### config.mk
export PLATFORM = sky130hd
export DESIGN_NAME = core_state_ctrl
export DESIGN_NICKNAME = d
export VERILOG_FILES = /design/src/rtl/core_state_pkg.sv /design/src/rtl/core_settle_timer.sv /design/src/rtl/core_state_fsm.sv /design/src/rtl/core_flag_bank.sv /design/src/rtl/core_state_ctrl.sv
export SDC_FILE = /design/constraint.sdc
export NUM_CORES = 1
export LEC_CHECK = 0
export ABC_AREA = 1
export BUFFER_PORTS_ARGS = -buffer_cell sky130_fd_sc_hd__buf_2
export CELL_PAD_IN_SITES_DETAIL_PLACEMENT = 1
export CELL_PAD_IN_SITES_GLOBAL_PLACEMENT = 1
export CORE_ASPECT_RATIO = 1.2
export CORE_MARGIN = 5
export CORE_UTILIZATION = 32
export DETAILED_ROUTE_END_ITERATION = 10
export PLACE_DENSITY_LB_ADDON = 0.1
export REMOVE_ABC_BUFFERS = 1
export SKIP_CTS_REPAIR_TIMING = 1
export SYNTH_ARGS = -nofsm -noshare
export SYNTH_HDL_FRONTEND = slang
export SYNTH_SLANG_ARGS = --single-unit
### constraint.sdc
create_clock -name clk -period 2.1 [get_ports clk]
set_input_delay 0.315 -clock clk [delete_from_list [all_inputs] [get_ports clk]]
set_output_delay 0.315 -clock clk [all_outputs]
set_load 0.02 [all_outputs]
### src/rtl/core_state_pkg.sv
package core_state_pkg;

  localparam int ADDR_W = 3;
  localparam int DATA_W = 32;

  typedef enum logic [1:0] {
    ST_RESET = 2'd0,
    ST_RUN   = 2'd1,
    ST_PAUSE = 2'd3
  } core_state_e;

  localparam logic [1:0] CODE_CLEAR = 2'd2;

  localparam logic [ADDR_W-1:0] A_STATE  = 3'd0;
  localparam logic [ADDR_W-1:0] A_SWRST  = 3'd1;
  localparam logic [ADDR_W-1:0] A_ERR    = 3'd2;
  localparam logic [ADDR_W-1:0] A_ERR_EN = 3'd3;
  localparam logic [ADDR_W-1:0] A_OP     = 3'd4;

  localparam int VALID_BIT = 2;
  localparam int ERR_LSB   = 2;
  localparam int OP_LSB    = 8;
  localparam int NFLAG     = 4;

endpackage

### src/rtl/core_settle_timer.sv
module core_settle_timer #(
  parameter int SETTLE_CYCLES = 4
) (
  input  logic clk,
  input  logic rst,
  input  logic start,
  output logic settled
);
  localparam int CW = $clog2(SETTLE_CYCLES + 1);
  localparam logic [CW-1:0] LOAD = CW'(SETTLE_CYCLES);

  logic [CW-1:0] cnt;

  always_ff @(posedge clk) begin
    if (rst)             cnt <= '0;
    else if (start)      cnt <= LOAD;
    else if (cnt != '0)  cnt <= cnt - 1'b1;
  end

  assign settled = (cnt == '0);

  AST_SETTLE_DROP: assert property (@(posedge clk) disable iff (rst)
    start |=> !settled);
endmodule

### src/rtl/core_state_fsm.sv
module core_state_fsm
  import core_state_pkg::*;
(
  input  logic        clk,
  input  logic        rst,
  input  logic        req_wr,
  input  logic [1:0]  req_code,
  input  logic        swrst,
  input  logic        settled,
  output core_state_e state,
  output logic        accept,
  output logic        enter_reset
);
  core_state_e nxt;
  logic        armed, armed_nxt;

  assign accept = req_wr && settled && !swrst;

  always_comb begin
    nxt       = state;
    armed_nxt = armed;
    if (swrst) begin
      nxt       = ST_RESET;
      armed_nxt = 1'b0;
    end else if (accept) begin
      armed_nxt = 1'b0;
      unique case (state)
        ST_RESET: begin
          if (req_code == 2'd1)      nxt = ST_RUN;
          else if (req_code == 2'd3) nxt = ST_PAUSE;
        end
        ST_RUN: begin
          if (req_code == 2'd0)      nxt = ST_RESET;
          else if (req_code == 2'd3) nxt = ST_PAUSE;
        end
        ST_PAUSE: begin
          if (req_code == 2'd1) nxt = ST_RUN;
          else if (req_code == CODE_CLEAR) begin
            if (armed) nxt = ST_RESET;
            else       armed_nxt = 1'b1;
          end
        end
        default: nxt = ST_RESET;
      endcase
    end
  end

  assign enter_reset = swrst || (accept && nxt == ST_RESET && state != ST_RESET);

  always_ff @(posedge clk) begin
    if (rst) begin
      state <= ST_RESET;
      armed <= 1'b0;
    end else begin
      state <= nxt;
      armed <= armed_nxt;
    end
  end

  AST_STATE_LEGAL: assert property (@(posedge clk) disable iff (rst)
    state != core_state_e'(CODE_CLEAR));
  AST_SWRST_WINS: assert property (@(posedge clk) disable iff (rst)
    swrst |=> state == ST_RESET);
  AST_FIRST_CLEAR_HOLDS: assert property (@(posedge clk) disable iff (rst)
    (accept && state == ST_PAUSE && req_code == CODE_CLEAR && !armed) |=> state == ST_PAUSE);
  AST_PAUSE_ZERO_HOLDS: assert property (@(posedge clk) disable iff (rst)
    (accept && state == ST_PAUSE && req_code == 2'd0) |=> state == ST_PAUSE);
endmodule

### src/rtl/core_flag_bank.sv
module core_flag_bank #(
  parameter int N = 4
) (
  input  logic         clk,
  input  logic         rst,
  input  logic         clear_all,
  input  logic         capture_en,
  input  logic [N-1:0] evt,
  input  logic         w1c_wr,
  input  logic [N-1:0] w1c_mask,
  output logic [N-1:0] flags
);
  for (genvar i = 0; i < N; i++) begin : g_bit
    always_ff @(posedge clk) begin
      if (rst || clear_all)            flags[i] <= 1'b0;
      else if (capture_en && evt[i])   flags[i] <= 1'b1;
      else if (w1c_wr && w1c_mask[i])  flags[i] <= 1'b0;
    end
  end

  AST_FLAGS_HELD: assert property (@(posedge clk) disable iff (rst)
    (!clear_all && !w1c_wr) |=> (flags & $past(flags)) == $past(flags));
endmodule

### src/rtl/core_state_ctrl.sv
module core_state_ctrl
  import core_state_pkg::*;
#(
  parameter int SETTLE_CYCLES = 4
) (
  input  logic              clk,
  input  logic              rst,
  input  logic              wr_en,
  input  logic [ADDR_W-1:0] wr_addr,
  input  logic [DATA_W-1:0] wr_data,
  input  logic [ADDR_W-1:0] rd_addr,
  output logic [DATA_W-1:0] rd_data,
  input  logic [NFLAG-1:0]  err_evt,
  input  logic [NFLAG-1:0]  op_evt,
  output logic              settle_ok,
  output logic              run_active,
  output logic              preload_ok,
  output logic              flush,
  output logic              irq
);
  core_state_e      state;
  logic             accept, enter_reset, swrst;
  logic             wr_state, wr_err, wr_en_mask, wr_op;
  logic [NFLAG-1:0] err_flags, op_flags, err_mask;
  logic             unused_bits;

  assign wr_state   = wr_en && wr_addr == A_STATE;
  assign swrst      = wr_en && wr_addr == A_SWRST;
  assign wr_err     = wr_en && wr_addr == A_ERR;
  assign wr_en_mask = wr_en && wr_addr == A_ERR_EN;
  assign wr_op      = wr_en && wr_addr == A_OP;
  assign unused_bits = ^{wr_data[DATA_W-1:OP_LSB+NFLAG], wr_data[OP_LSB-1:ERR_LSB+NFLAG]};

  core_settle_timer #(.SETTLE_CYCLES(SETTLE_CYCLES)) u_timer (
    .clk(clk), .rst(rst), .start(accept || swrst), .settled(settle_ok));

  core_state_fsm u_fsm (
    .clk(clk), .rst(rst), .req_wr(wr_state), .req_code(wr_data[1:0]),
    .swrst(swrst), .settled(settle_ok), .state(state),
    .accept(accept), .enter_reset(enter_reset));

  core_flag_bank #(.N(NFLAG)) u_err (
    .clk(clk), .rst(rst), .clear_all(enter_reset), .capture_en(state != ST_RESET),
    .evt(err_evt), .w1c_wr(wr_err), .w1c_mask(wr_data[ERR_LSB +: NFLAG]),
    .flags(err_flags));

  core_flag_bank #(.N(NFLAG)) u_op (
    .clk(clk), .rst(rst), .clear_all(enter_reset), .capture_en(state != ST_RESET),
    .evt(op_evt), .w1c_wr(wr_op), .w1c_mask(wr_data[OP_LSB +: NFLAG]),
    .flags(op_flags));

  always_ff @(posedge clk) begin
    if (rst) begin
      err_mask <= '0;
      flush    <= 1'b0;
      irq      <= 1'b0;
      rd_data  <= '0;
    end else begin
      if (wr_en_mask) err_mask <= wr_data[ERR_LSB +: NFLAG];
      flush <= enter_reset;
      irq   <= |(err_flags & err_mask) || |op_flags[1:0];
      rd_data <= '0;
      unique case (rd_addr)
        A_STATE:  begin
          rd_data[1:0]      <= state;
          rd_data[VALID_BIT] <= settle_ok;
        end
        A_ERR:    rd_data[ERR_LSB +: NFLAG] <= err_flags;
        A_ERR_EN: rd_data[ERR_LSB +: NFLAG] <= err_mask;
        A_OP:     rd_data[OP_LSB +: NFLAG]  <= op_flags;
        default:  rd_data <= '0;
      endcase
    end
  end

  assign run_active = (state == ST_RUN);
  assign preload_ok = (state == ST_RUN) || (state == ST_PAUSE);

  AST_FLUSH_IN_RESET: assert property (@(posedge clk) disable iff (rst)
    flush |-> (state == ST_RESET && err_flags == '0 && op_flags == '0));
  AST_FLUSH_SINGLE: assert property (@(posedge clk) disable iff (rst)
    (flush && !$past(enter_reset, 1) ) |-> 1'b0);
  AST_IRQ_CAUSE: assert property (@(posedge clk) disable iff (rst)
    irq |-> ($past(|(err_flags & err_mask)) || $past(|op_flags[1:0])));
  AST_RESET_NO_CAPTURE: assert property (@(posedge clk) disable iff (rst)
    (state == ST_RESET && $past(state) == ST_RESET) |-> (err_flags == '0 && op_flags == '0));
endmodule

==> results of run 1 <==
worst max-delay path by stage:
stage,from,to,slack [ps],cells past startpoint
finish,u_timer.cnt[0]$_SDFFE_PP0P_,settle_ok,400,4
global route,u_timer.cnt[0]$_SDFFE_PP0P_,settle_ok,280,4
CTS,u_timer.cnt[0]$_SDFFE_PP0P_,settle_ok,370,4
detailed placement,u_timer.cnt[0]$_SDFFE_PP0P_,u_op.flags[1]$_SDFFE_PP0P_,450,8
global placement,u_timer.cnt[0]$_SDFFE_PP0P_,u_op.flags[3]$_SDFFE_PP0P_,460,8
floorplan,u_timer.cnt[0]$_SDFFE_PP0P_,u_op.flags[0]$_SDFFE_PP0P_,530,8
state kept, by name, indices dropped and copies added (netlist names), 2 cells and up:
signal and flops:
err_mask 4, rd_data 10, u_err.flags 4, u_fsm.state 2, u_op.flags 4, u_timer.cnt 3
synthesized netlist by cell type:
cell type / instances / area share (%)
a21oi_1: 10 / 3.3
nand4_4: 1 / 1.4
buf_4: 22 / 11
nand3_1: 7 / 2.3
clkbuf_1: 1 / 0.25
a21boi_0: 4 / 2.0
o21ai_0: 8 / 2.6
conb_1: 1 / 0.25
inv_1: 22 / 5.4
nor2_1: 28 / 6.9
nand3b_1: 1 / 0.49
buf_2: 1 / 0.33
ha_1: 3 / 2.5
mux2i_1: 1 / 0.66
a22oi_1: 4 / 2.0
nand2_1: 30 / 7.4
a41oi_1: 1 / 0.58
nor3_1: 1 / 0.33
buf_6: 1 / 0.74
nand4_1: 8 / 3.3
nor2_4: 3 / 2.2
nand2_4: 1 / 0.74
inv_2: 3 / 0.74
a31oi_1: 1 / 0.41
dfxtp_1: 30 / 40
a31oi_4: 1 / 1.4
nand3_2: 2 / 1.3
kinds of logic after synthesis:
logic type,after synthesis,synth area share (%)
DFF,30,39.5
muxes,1,0.659
and+or+nand+nor,82,26.4
buffers and inverters,50,18.4
other,1,0.247
AOI/OAI and AO/OA,29,12.3
adders and majority gates,3,2.47
layer usage:
metal / GRT usage, % / wire [um] / vias to the layer above
met5: 0 / 0 / -
met4: 3.52 / 36 / 0
met3: 4.03 / 238 / 4
met2: 21.3 / 1770 / 35
met1: 14.7 / 1590 / 583
li1: - / - / 672
final cells by class:
class | instances | area (um^2) | area share (%)
clock buffer | 5 | 68.8 | 3.82
clock inverter | 3 | 40.0 | 2.23
inverter | 25 | 93.8 | 5.22
multi-input combinational | 137 | 718 | 39.9
sequential | 30 | 601 | 33.4
tap | 58 | 72.6 | 4.03
timing repair buffer | 41 | 205 | 11.4
power by group through the flow:
stage / sequential [mW] / combinational (mW) / clock [mW]
finish: 0.632 / 0.363 / 0.566
global route: 0.638 / 0.415 / 0.614
CTS: 0.633 / 0.370 / 0.590
detailed placement: 0.645 / 0.368 / 0
global placement: 0.644 / 0.362 / 0
floorplan: 0.646 / 0.258 / 0
critical path, delay by kind of cell, from the launching register on:
kind	cells	cell delay, ps
fa+ha+maj	2	490
flops	1	310
buf+inv	2	300
==> reports/metrics.yaml, run 1 <==
worst_setup_path:
  crit_path_end_kind: "primary output"
  crit_top_cell: "ha_1"
  cp_slowest_cell: "ha_1"
  worst_ep_arrival_time_ps: 1380
  criticalPathCategory: "flip-flop to primary output"
  ff2ff_path_depth: 8
  required_ps: 1780
  cp_cell_sequence: "inv_1, ha_1, ha_1, buf_2"
  reg2reg_to: "u_op.flags[1]$_SDFFE_PP0P_"
  critPathMaxFanout: 7
  ff2ff_setup_slack_ps: 480
  reg2reg_from: "u_timer.cnt[0]$_SDFFE_PP0P_"
  setup.worst_path.start_class: "flip-flop"
  max_stage_delay_ps: 330
die:
  pin_count: 86
  core_area_um2: 4590
  die_width_um: 72.9
  die_y_um: 85.5
  die_area_um2: 6230
  start_util_pct: 33.1
  rows: 27
timing:
  hold_slack_ps: 307
  tns_ps: 0
  setup_viol: 0
  min_period_ps: 1700
  setup_ws_ps: 403
  fmax_mhz: 589
  clock_skew_ps: 5.71
  fin_crit_sh_pct: 80.8
  rsz0062_at_grt: "false"
  hold_viol: 0
  final_max_slew_viol_count: 0
logic_synthesis:
  syn_area_per_cell_um2: 7.75
  synth_seq_area_share_pct: 39.5
  ys_ff_latch: 30
  netlist_instances: 196
  synthesis.area_um2: 1520
  synth.distinct_cells: 27
  ys_warn_count: 0
cells_and_area:
  diodes: 0
  fin_cells: 299
  drive_gt1_share_pct: 24.9
  mostFrequentLayoutCells: "41 x buf_2, 30 x nand2_1, 30 x dfxtp_1"
  areaGrowthSynthToFinish_pct: 18.5
  design_area_um2: 1800
  mostFrequentLayoutCell: "buf_2"
  layout.nets: 292
  fillCellCount: 617
  utilization_pct: 39.2
power:
  combPwrFrac_pct: 23.2
  netSwitchingPower_mw: 0.481
  clock_power_share_pct: 36.2
  cellPowerDensity_nw_per_um2: 868
  leakagePower_nw: 0.833
  p_total_mw: 1.56
  p_sw_share_pct: 30.8
  peakVddDrop_mv: 0.336
  seqPwrFrac_pct: 40.5
  p_int_mw: 1.08
grt:
  antenna_found_initial: 0
  grt_max_degree: 11
  grt_pass1_wl_um: 6090
  first_global_vias: 1349
  grt_usage_pct: 12.4
  overflow: 0
placed_design:
  post-dp-hpwl_um: 2970
  numPortBuffers: 41
  placed_area_um2: 1690
  place_congestion: 0.756
  dp_slack_ps: 453
  dp.cells: 291
job:
  maxCapViolCount: 0
worst_hold_path:
  min_to: "u_op.flags[0]$_SDFFE_PP0P_"
  hold_class: "primary input to flip-flop"
  worstHoldStart: "op_evt[0]"
  hold_depth: 3
routing:
  drt_wl_total_um: 3630
  vias: 1294
  viasPerCell: 4.33
  wl_per_cell_um: 12.1
  drc: 0
  ant_nets: 0
  firstDrtPassIters: 4
  drtIter0Drc: 40
cts:
  cts-root-buf: "clkbuf_8"
  htreeDepth: 2
  cts_made_buffers: 5
  ctsLongestPathBuffers: 2
  cts_tree: "built"
  path_clk_slew_ps: 70
  cts_sinks: 30
  clk_latency_ps: 280
run_status:
  status: "finished clean"
(Power assumes the default switching activity.)
==> run 2, diff against run 1 <==
--- a/config.mk
+++ b/config.mk
@@ -11,7 +11,7 @@
 export CELL_PAD_IN_SITES_GLOBAL_PLACEMENT = 1
 export CORE_ASPECT_RATIO = 1.2
 export CORE_MARGIN = 5
-export CORE_UTILIZATION = 32
+export CORE_UTILIZATION = 30
 export DETAILED_ROUTE_END_ITERATION = 10
 export PLACE_DENSITY_LB_ADDON = 0.1
 export REMOVE_ABC_BUFFERS = 1
==> constraint.sdc (replaced) <==
create_clock -name clk -period 1.65 [get_ports clk]
set_input_delay 0.2475 -clock clk [delete_from_list [all_inputs] [get_ports clk]]
set_output_delay 0.2475 -clock clk [all_outputs]
set_load 0.02 [all_outputs]
==> reports/metrics.yaml, run 2 (synthesis results as in run 1) <==
run_status:
  status: "finished clean"  # unchanged
grt:
  overflow: 0  # unchanged
  first_global_vias: 1344  # was 1,349
  grt_pass1_wl_um: 6000  # was 6090 um
  grt_max_degree: 10  # was 11
  grt_usage_pct: 12.0  # was 12.4%
  antenna_found_initial: 0  # unchanged
placed_design:
  numPortBuffers: 41  # unchanged
  post-dp-hpwl_um: 2990  # was 2970 um
  place_congestion: 0.678  # was 0.756
cts:
  htreeDepth: 2  # unchanged
  cts_sinks: 30  # unchanged
  path_clk_slew_ps: 60  # was 70 ps
  ctsLongestPathBuffers: 2  # unchanged
  cts_tree: "built"  # unchanged
  clk_latency_ps: 270  # was 280 ps
  cts-root-buf: "clkbuf_8"  # unchanged
  cts_made_buffers: 5  # unchanged
worst_setup_path:
  cp_slowest_cell: "dfxtp_2"  # was ha_1
  required_ps: 1400  # was 1780 ps
  cp_top_family: "adder cells"  # unchanged
  ff2ff_path_depth: 8  # unchanged
  ff2ff_setup_slack_ps: 190  # was 480 ps
  crit_path_end_kind: "primary output"  # unchanged
  reg2reg_to: "u_err.flags[1]$_SDFFE_PP0P_"  # was u_op.flags[1]$_SDFFE_PP0P_
  crit_start: "u_timer.cnt[0]$_SDFFE_PP0P_"  # unchanged
  critPathMaxFanout: 6  # was 7
  criticalPathCategory: "flip-flop to primary output"  # unchanged
  cp-endpoint: "settle_ok"  # unchanged
  max_stage_delay_ps: 320  # was 330 ps
  path_buf_inv: 3  # was 2
  cp_cell_sequence: "inv_1, ha_2, ha_2, buf_4, buf_4"  # was inv_1, ha_1, ha_1, buf_2
  setup.worst_path.start_class: "flip-flop"  # unchanged
  reg2reg_from: "u_timer.cnt[0]$_SDFFE_PP0P_"  # unchanged
  cp.depth: 5  # was 4
  worst_ep_arrival_time_ps: 1320  # was 1380 ps
worst_hold_path:
  hold_class: "primary input to flip-flop"  # unchanged
timing:
  setup_viol: 0  # unchanged
  fmax_mhz: 637
  final_max_slew_viol_count: 0  # unchanged
  hold_viol: 0  # unchanged
  rsz0062_at_grt: "false"  # unchanged
  clock_skew_ps: 3.51  # was 5.71 ps
  fin_crit_sh_pct: 95.1
  min_period_ps: 1570
die:
  die_y_um: 87.9  # was 85.5 um
  core_area_um2: 4940  # was 4590 um^2
  start_util_pct: 30.7  # was 33.1%
  die_area_um2: 6590  # was 6230 um^2
  pin_count: 86  # unchanged
  die_width_um: 75.0  # was 72.9 um
  rows: 28  # was 27
routing:
  drtIter0Drc: 27  # was 40
  viasPerCell: 4.38  # was 4.33
  wl_per_cell_um: 12.0  # was 12.1 um
  vias: 1314  # was 1,294
  drc: 0  # unchanged
  ant_nets: 0  # unchanged
  drt_wl_total_um: 3610  # was 3630 um
  firstDrtPassIters: 4  # unchanged
cells_and_area:
  utilization_pct: 36.3  # was 39.2%
  largest-register: "rd_data"  # unchanged
  drive_gt1_share_pct: 25.8  # was 24.9%
  mostFrequentLayoutCell: "buf_2"  # unchanged
  layout.nets: 293  # was 292
  diodes: 0  # unchanged
  areaGrowthSynthToFinish_pct: 18.0  # was 18.5%
  largest_register_ffs: 10  # unchanged
  mostFrequentLayoutCells: "40 x buf_2, 30 x nand2_1, 29 x dfxtp_1"  # was 41 x buf_2, 30 x nand2_1, 30 x dfxtp_1
power:
  p_total_mw: 1.89  # was 1.56 mW
  cellPowerDensity_nw_per_um2: 1050  # was 868 nW/um^2
  leakagePower_nw: 0.823  # was 0.833 nW
  peakVddDrop_mv: 0.383  # was 0.336 mV
job:
  maxCapViolCount: 0  # unchanged
[run 2: cell type report]
class,instances,area [um^2]
Sequential cell,30,602
Inverter,25,93.8
Fill cell,638,3150
Multi-Input combinational cell,137,723
Tap cell,60,75.1
Clock buffer,6,82.6
Timing Repair Buffer,42,215
[run 2: worst register-to-register path, delay by kind of cell (launching register included)]
kind,cells,cell delay [ps]
flops,1,320
simple gates,5,580
fa+ha+maj,2,370
buf+inv,1,70
[run 2: power by group]
| part | switching, mW | internal [mW] | total (mW) |
|---|---|---|---|
| Combinational | 0.313 | 0.194 | 0.507 |
| Clock | 0.251 | 0.321 | 0.572 |
| Sequential | 0.0283 | 0.779 | 0.807 |
[run 2: routing by layer]
metal / vias to the layer above / share of wire, % / global-route usage, %
met5: - / 0 / 0
met3: 6 / 8.4 / 3.90
met2: 39 / 47 / 19.6
li1: 675 / - / -
met4: 0 / 1.7 / 4.85
met1: 594 / 43 / 14.3
[run 2: worst min path at each step]
stage,startpoint,end,slack (ps),cells after the start
finish,op_evt[3],u_op.flags[3]$_SDFFE_PP0P_,240,3
global route,op_evt[1],u_op.flags[1]$_SDFFE_PP0P_,260,3
CTS,op_evt[2],u_op.flags[2]$_SDFFE_PP0P_,240,3
detailed placement,u_op.flags[3]$_SDFFE_PP0P_,rd_data[11]$_SDFF_PP0_,420,2
floorplan,rst,flush$_SDFF_PP0_,320,1
global placement,u_op.flags[2]$_SDFFE_PP0P_,rd_data[10]$_SDFF_PP0_,430,2
[run 2: metrics by stage]
stage	setup WS [ps]	instance area (um^2)	TNS (ps)	std cells	hold WS [ps]
after global routing	3.60	1790	0	300	256
final	80.0	1790	0	300	241
after floorplan	83.7	1410	0	192	317
after detailed placement	168	1700	0	294	422
after CTS	-39.4	1780	-39.4	300	237
after global placement	184	1700	0	294	428
